<file path="config.mk">
export PLATFORM = sky130hd
export DESIGN_NAME = pslv_port
export DESIGN_NICKNAME = d
export VERILOG_FILES = /design/src/rtl/pslv_pkg.sv /design/src/rtl/pslv_sync.sv /design/src/rtl/pslv_flags.sv /design/src/rtl/pslv_port.sv
export SDC_FILE = /design/constraint.sdc
export NUM_CORES = 1
export LEC_CHECK = 0
export ABC_CLOCK_PERIOD_IN_PS = 2400
export BUFFER_PORTS_ARGS = -buffer_cell sky130_fd_sc_hd__buf_2
export CAP_MARGIN = 20
export CELL_PAD_IN_SITES_DETAIL_PLACEMENT = 0
export CELL_PAD_IN_SITES_GLOBAL_PLACEMENT = 2
export CORE_MARGIN = 8
export CORE_UTILIZATION = 40
export CTS_CLUSTER_DIAMETER = 60
export DETAILED_ROUTE_END_ITERATION = 12
export PLACE_DENSITY = 0.89
export SYNTH_ARGS = -nofsm -noshare
export SYNTH_HDL_FRONTEND = slang
export SYNTH_HIERARCHICAL = 1
export SYNTH_SLANG_ARGS = --single-unit
</file>
<file path="constraint.sdc">
create_clock -name clk_i -period 2.4 [get_ports clk_i]
set_input_delay 0.48 -clock clk_i [delete_from_list [all_inputs] [get_ports clk_i]]
set_output_delay 0.48 -clock clk_i [all_outputs]
set_load 0.005 [all_outputs]
</file>
<file path="src/rtl/pslv_pkg.sv">
package pslv_pkg;
  typedef enum logic [1:0] {
    REG_DATA = 2'd0,
    REG_CTRL = 2'd1,
    REG_DDR  = 2'd2,
    REG_NONE = 2'd3
  } reg_sel_e;

  localparam int CtrlW   = 8;
  localparam int BitIbf  = 7;
  localparam int BitObf  = 6;
  localparam int BitOvf  = 5;
  localparam int BitMode = 4;
  localparam int StrbN   = 3;
  // strobe vector order
  localparam int StrbRd  = 0;
  localparam int StrbWr  = 1;
  localparam int StrbCs  = 2;
endpackage

</file>
<file path="src/rtl/pslv_sync.sv">
module pslv_sync #(
  parameter int          W        = 1,
  parameter int          SYNC_LEN = 2,
  parameter logic [W-1:0] RST_VAL = '0
) (
  input  logic         clk_i,
  input  logic         rst_ni,
  input  logic [W-1:0] d_i,
  output logic [W-1:0] cur_o,
  output logic [W-1:0] dly_o
);
  localparam int Depth = SYNC_LEN + 1;
  logic [Depth-1:0][W-1:0] pipe_q;

  always_ff @(posedge clk_i or negedge rst_ni) begin
    if (!rst_ni) begin
      pipe_q <= {Depth{RST_VAL}};
    end else begin
      pipe_q[0] <= d_i;
      for (int i = 1; i < Depth; i++) pipe_q[i] <= pipe_q[i-1];
    end
  end

  assign cur_o = pipe_q[SYNC_LEN-1];
  assign dly_o = pipe_q[SYNC_LEN];
endmodule

</file>
<file path="src/rtl/pslv_flags.sv">
module pslv_flags (
  input  logic clk_i,
  input  logic rst_ni,
  input  logic wr_evt_i,
  input  logic rd_evt_i,
  input  logic cpu_data_rd_i,
  input  logic cpu_data_wr_i,
  input  logic cpu_ctrl_wr_i,
  input  logic ovf_wbit_i,
  output logic ibf_o,
  output logic obf_o,
  output logic ovf_o
);
  always_ff @(posedge clk_i or negedge rst_ni) begin
    if (!rst_ni) begin
      ibf_o <= 1'b0;
      obf_o <= 1'b0;
      ovf_o <= 1'b0;
    end else begin
      // arrival wins over a simultaneous drain
      if (wr_evt_i)           ibf_o <= 1'b1;
      else if (cpu_data_rd_i) ibf_o <= 1'b0;

      if (cpu_data_wr_i)      obf_o <= 1'b1;
      else if (rd_evt_i)      obf_o <= 1'b0;

      if (wr_evt_i && ibf_o && !cpu_data_rd_i) ovf_o <= 1'b1;
      else if (cpu_ctrl_wr_i && !ovf_wbit_i)   ovf_o <= 1'b0;
    end
  end
endmodule

</file>
<file path="src/rtl/pslv_port.sv">
module pslv_port
  import pslv_pkg::*;
#(
  parameter int DW       = 8,
  parameter int SYNC_LEN = 2
) (
  input  logic          clk_i,
  input  logic          rst_ni,
  input  logic [1:0]    cpu_addr_i,
  input  logic          cpu_we_i,
  input  logic          cpu_re_i,
  input  logic [DW-1:0] cpu_wdata_i,
  output logic [DW-1:0] cpu_rdata_o,
  input  logic          ext_cs_ni,
  input  logic          ext_rd_ni,
  input  logic          ext_wr_ni,
  input  logic [DW-1:0] bus_i,
  output logic [DW-1:0] bus_o,
  output logic [DW-1:0] bus_oe_o,
  output logic [2:0]    strb_oe_o
);
  logic [StrbN-1:0] strb_cur, strb_dly;
  logic [DW-1:0]    bus_cur, bus_dly;
  logic [DW-1:0]    in_q, out_q, ddr_q;
  logic [StrbN-1:0] sdir_q;
  logic             slave_mode;
  logic             ibf, obf, ovf;
  logic             wr_evt, rd_evt;
  logic             data_rd, data_wr, ctrl_wr, ddr_wr;
  logic [CtrlW-1:0] ctrl_rd;
  reg_sel_e         sel;

  pslv_sync #(.W(StrbN), .SYNC_LEN(SYNC_LEN), .RST_VAL({StrbN{1'b1}})) u_strb_sync (
    .clk_i, .rst_ni,
    .d_i   ({ext_cs_ni, ext_wr_ni, ext_rd_ni}),
    .cur_o (strb_cur),
    .dly_o (strb_dly)
  );

  pslv_sync #(.W(DW), .SYNC_LEN(SYNC_LEN), .RST_VAL('0)) u_bus_sync (
    .clk_i, .rst_ni,
    .d_i   (bus_i),
    .cur_o (bus_cur),
    .dly_o (bus_dly)
  );

  // transfer on strobe release while select still low
  assign wr_evt = slave_mode && strb_cur[StrbWr] && !strb_dly[StrbWr] && !strb_dly[StrbCs];
  assign rd_evt = slave_mode && strb_cur[StrbRd] && !strb_dly[StrbRd] && !strb_dly[StrbCs];

  assign sel     = reg_sel_e'(cpu_addr_i);
  assign data_rd = cpu_re_i && sel == REG_DATA && slave_mode;
  assign data_wr = cpu_we_i && sel == REG_DATA;
  assign ctrl_wr = cpu_we_i && sel == REG_CTRL;
  assign ddr_wr  = cpu_we_i && sel == REG_DDR;

  pslv_flags u_flags (
    .clk_i, .rst_ni,
    .wr_evt_i      (wr_evt),
    .rd_evt_i      (rd_evt),
    .cpu_data_rd_i (data_rd),
    .cpu_data_wr_i (data_wr && slave_mode),
    .cpu_ctrl_wr_i (ctrl_wr),
    .ovf_wbit_i    (cpu_wdata_i[BitOvf]),
    .ibf_o         (ibf),
    .obf_o         (obf),
    .ovf_o         (ovf)
  );

  always_ff @(posedge clk_i or negedge rst_ni) begin
    if (!rst_ni) begin
      in_q       <= '0;
      out_q      <= '0;
      ddr_q      <= '1;
      sdir_q     <= '1;
      slave_mode <= 1'b0;
    end else begin
      if (wr_evt)  in_q  <= bus_dly;
      if (data_wr) out_q <= cpu_wdata_i;
      if (ddr_wr)  ddr_q <= cpu_wdata_i;
      if (ctrl_wr) begin
        slave_mode <= cpu_wdata_i[BitMode];
        sdir_q     <= cpu_wdata_i[StrbN-1:0];
      end
    end
  end

  assign ctrl_rd = {ibf, obf, ovf, slave_mode, 1'b0, sdir_q};

  always_comb begin
    unique case (sel)
      REG_DATA: cpu_rdata_o = slave_mode ? in_q : bus_cur;
      REG_CTRL: cpu_rdata_o = DW'(ctrl_rd);
      REG_DDR:  cpu_rdata_o = ddr_q;
      default:  cpu_rdata_o = '0;
    endcase
  end

  assign bus_o = out_q;

  for (genvar b = 0; b < DW; b++) begin : g_bus_oe
    assign bus_oe_o[b] = slave_mode ? (!ext_cs_ni && !ext_rd_ni) : !ddr_q[b];
  end

  assign strb_oe_o = slave_mode ? '0 : ~sdir_q;
endmodule

</file>
Word level (Yosys, flattened, before mapping):

Index checks and enable logic that the tools add are counted.

* flip-flop bits (word level): 64
* input bits: 25
* output and inout bits: 27
* logic and storage cells: 69

* eq/ne operators: 2
* muxes and demuxes: 17
* bitwise gates (word level): 1
* reduce and logical (&&, ||, !) cells: 35

Operator list (number)
* 8-bit case mux with 3 select lines: 1
* 1-bit logical AND: 16
* 1-bit logical NOT: 15
* 1-bit two-way mux: 14
* 8-bit two-way mux: 1
* 2-bit nonzero test: 3
* 3-bit two-way mux: 1
* 3-bit inverter: 1
* 2-bit by 1-bit equality test with 1-bit output, second input constant: 1
* 2-bit equality test, second input constant: 1
* 2-bit logical NOT: 1

Logic depth before layout (Yosys ltp):

* depth in word-level cells: 6
* gate-level depth with buffers: 6
* depth with buffers taken out: 5

Hierarchy:

Netlist, hierarchy kept.

By module, submodules not included
* pslv_port: instances 1, cells each 113, area each 1416.4 sq um, sequential area each 714.4 sq um
* pslv_sync at u_bus_sync: instances 1, cells each 40, area each 720.7 sq um, sequential area each 600.6 sq um
* pslv_sync at u_strb_sync: instances 1, cells each 15, area each 281.5 sq um, sequential area each 236.5 sq um
* pslv_flags: instances 1, cells each 9, area each 113.9 sq um, sequential area each 75.1 sq um

Worst setup path before layout:

Ideal clock, no wire load.

* path kind: input -> output
* start point: input port cpu_addr_i[0]
* end point: output port cpu_rdata_o[0]
* data arrival time: 1.016 ns
* data required time: 1.920 ns
* path slack: 0.904 ns
* cell stages on the path: 4
* path buffers: 1
* cell sequence: nor2b_1 > buf_2 > a22oi_1 > o21ai_0

* word-level cells in the longest chain between the ends: 2
* elaborated cells between the ends (all ways): 4
* classes of those cells: eq/ne (2); mux (1); reduce/logical (1)

Ends and longest elaborated chain
* from (decl): line pslv_port.sv:9 `input logic [1:0] cpu_addr_i,`
* 2-bit equality test, or another cell as far along: line pslv_port.sv:91 `unique case (sel)`
* 8-bit case mux with 3 select lines *: line pslv_port.sv:91
* to (decl): line pslv_port.sv:13 `output logic [DW-1:0] cpu_rdata_o,`

Mark *: on every way between the ends. The rest lies on a longest branch, timed or not.

Worst setup path after layout:

* start point: register slave_mode
* end point: output port cpu_rdata_o[3]

* word-level cells in the longest chain between the ends: 2

Ends and longest elaborated chain
* from (decl): line pslv_port.sv:26 `logic slave_mode;`
* from (signal assigned): line pslv_port.sv:82 `slave_mode <= cpu_wdata_i[BitMode];`
* 8-bit two-way mux: line pslv_port.sv:92 `REG_DATA: cpu_rdata_o = slave_mode ? in_q : bus_cur;`
* 8-bit case mux with 3 select lines: line pslv_port.sv:91

Every way passes these cells.

==> summary.txt <==
Critical path
  – Nature of the critical path startpoint: flop
  – Max FO, Critical Path: 13
  – Critical path required time: 1.92 ns
  – Worst path arrival time: 1.67 ns
  – Worst flop-to-flop path endpoint: in_q[2]$_DFFE_PN0P_
  – Reg2reg start: slave_mode$_DFFE_PN0P_
  – R2r setup slk: 0.63 ns
  – R2R depth: 2
  – CP Class: flop to output pin
  – Crit end category: output pin

Cells and area
  – Fin cells: 295
  – Layout cell share with drive strength beyond 1: 0.546
  – Finished Cell Area: 2860 µm²
  – Antenna Diode Count: 0
  – Synth-to-layout area growth: 13.2%
  – Final Util: 0.458
  – Layout Nets: 238

Floorplanning
  – Core Region: 6240 µm²
  – Die W: 95.5 µm
  – Ports: 52
  – DIE AREA: 9110 µm²
  – Die height: 95.5 µm
  – Num rows: 29
  – Initial Utilization: 0.405

Placed design
  – Buffers added on ports: 51
  – GP Congestion: 0.722
  – DP Cell Count: 279
  – Pre-CTS WS: 0.285 ns
  – DP HPWL: 3.54 mm
  – Placed cell area: 2700 µm²

Detailed routing
  – DR WL/cell: 16.2 µm
  – Vias per Instance: 4.81
  – Routed wire length: 4.79 mm
  – Post-DRT Antenna Nets: 0
  – DRC violations left: 0
  – DRT iter0 DRCs: 39
  – Router iterations before antenna repair: 4
  – Vias: 1418

GRT
  – GRT overflow: 0
  – Initial antenna violation count: 0
  – Global-route usage over all layers: 0.117
  – First-pass GRT wire length: 7.71 mm
  – Vias in the first global route: 1573
  – Largest net degree at the start of global routing: 41

Power
  – Cell Pwr Density: 883 nW/µm²
  – Leakage: 1.33 nW
  – Maximum vdd ir drop: 0.000357 V

Timing
  – RSZ-0062 raised after global routing: no
  – Fin Clk Skew: 0.00602 ns
  – Final Worst Setup Slack: 0.253 ns
  – Final Critical Period: 2.15 ns
  – Fin. max-slew vios: 0
  – Max Clock Freq: 0.466 GHz
  – TNS Setup: 0 ns
  – Final setup violation count: 0
  – Normalized max-slew margin: 0.559
  – Final Hold Violating Endpoints: 0
  – Final period util: 0.895
  – Actual slew at the worst max-slew pin: 0.660 ns

CTS
  – CTS tree: yes
  – H-tree Lvls: 3
  – CTS Buf Count: 9
  – Post-CTS sizing: 0
  – CTS max path bufs: 2
  – Post-CTS setup buffer count: 0
  – Clock-pin transition on the worst setup and hold timing paths: 0.06 ns
  – Root buf cell: clkbuf_8
  – CTS sink cnt: 64
  – CTS Hold Buffers Added: 0
  – Clk_lat worst skew: 0.33 ns

Synthesis
  – Synth Area per Inst: 14.3 µm²
  – Synth warn: 6
  – Syn Inst Count: 176
  – Syn nets: 201
  – Mapped Area: 2520 µm²

Hold path
  – Worst Hold Class: primary input to asynchronous set/reset pin

Status
  – Status: finished, final reports clean

Run
  – MaxCap Viol Count: 0
==> cell usage in the layout, fill, tap and decap left out, drive strengths merged <==
cell	n
clkinv	3
dfstp	20
o31ai	1
nand2	3
a32o	1
and3	2
mux2	29
buf	54
nand2b	1
inv	4
dfrtp	44
or2	1
and2	1
a32oi	1
and4bb	1
clkinvlp	1
clkbuf	12
mux2i	7
nor2b	1
and2b	1
nor4bb	1
a21o	2
a22oi	6
nor2	7
o21ai	14
==> sequential cells by signal (all words and copies together) (netlist names), 3 cells and up <==
register,cells
u_strb_sync/pipe_q,3
u_bus_sync/dly_o,8
u_strb_sync/dly_o,3
u_bus_sync/cur_o,8
sdir_q,3
ddr_q,8
u_strb_sync/cur_o,3
u_bus_sync/pipe_q,8
bus_o,8
in_q,8
==> critical path, cell delays in order (launching register included) <==
cell,delay (ns)
dfrtp_1,0.64
mux2_2,0.39
mux2i_1,0.13
nor2_1,0.05
buf_2,0.12
==> power by group <==
part	internal (mW)	switching, mW	total, mW
logic	0.233	0.181	0.413
registers	1.27	0.101	1.37
clock network	0.370	0.371	0.741
==> per-layer routing <==
metal	share of wire	up-vias	track usage
met1	0.43	722	0.132
met3	0.055	6	0.0559
met4	0.015	0	0.0499
met5	0	-	0
met2	0.50	35	0.185
li1	-	655	-
==> layout make-up <==
cell class	instances	area (µm²)
clock buffers	12	135
clock inverters	4	22.5
fillers	596	3380
inverters	4	15.0
multi-input cells	80	673
flip-flops and latches	64	1630
well taps	77	96.3
repair buffers	54	290
==> worst max path at each step <==
stage	startpoint	endpoint	slack, ns	cells past startpoint
2_1_floorplan	cpu_addr_i[0]	cpu_rdata_o[0]	0.90	4
3_3_place_gp	cpu_addr_i[0]	cpu_rdata_o[7]	0.31	5
3_5_place_dp	cpu_addr_i[0]	cpu_rdata_o[7]	0.29	5
4_1_cts	slave_mode$_DFFE_PN0P_	cpu_rdata_o[5]	0.19	4
5_1_grt	slave_mode$_DFFE_PN0P_	cpu_rdata_o[5]	0.06	4
6_report	slave_mode$_DFFE_PN0P_	cpu_rdata_o[3]	0.25	4
==> per-stage QoR <==
stage | hold slack, ns | total power, mW
after floorplan | 0.184 | 1.62
after global placement | 0.333 | 1.80
after detailed placement | 0.336 | 1.82
after CTS | 0.139 | 2.58
after global routing | 0.166 | 2.68
final | 0.141 | 2.52
Power figures use the tool's default switching activity.
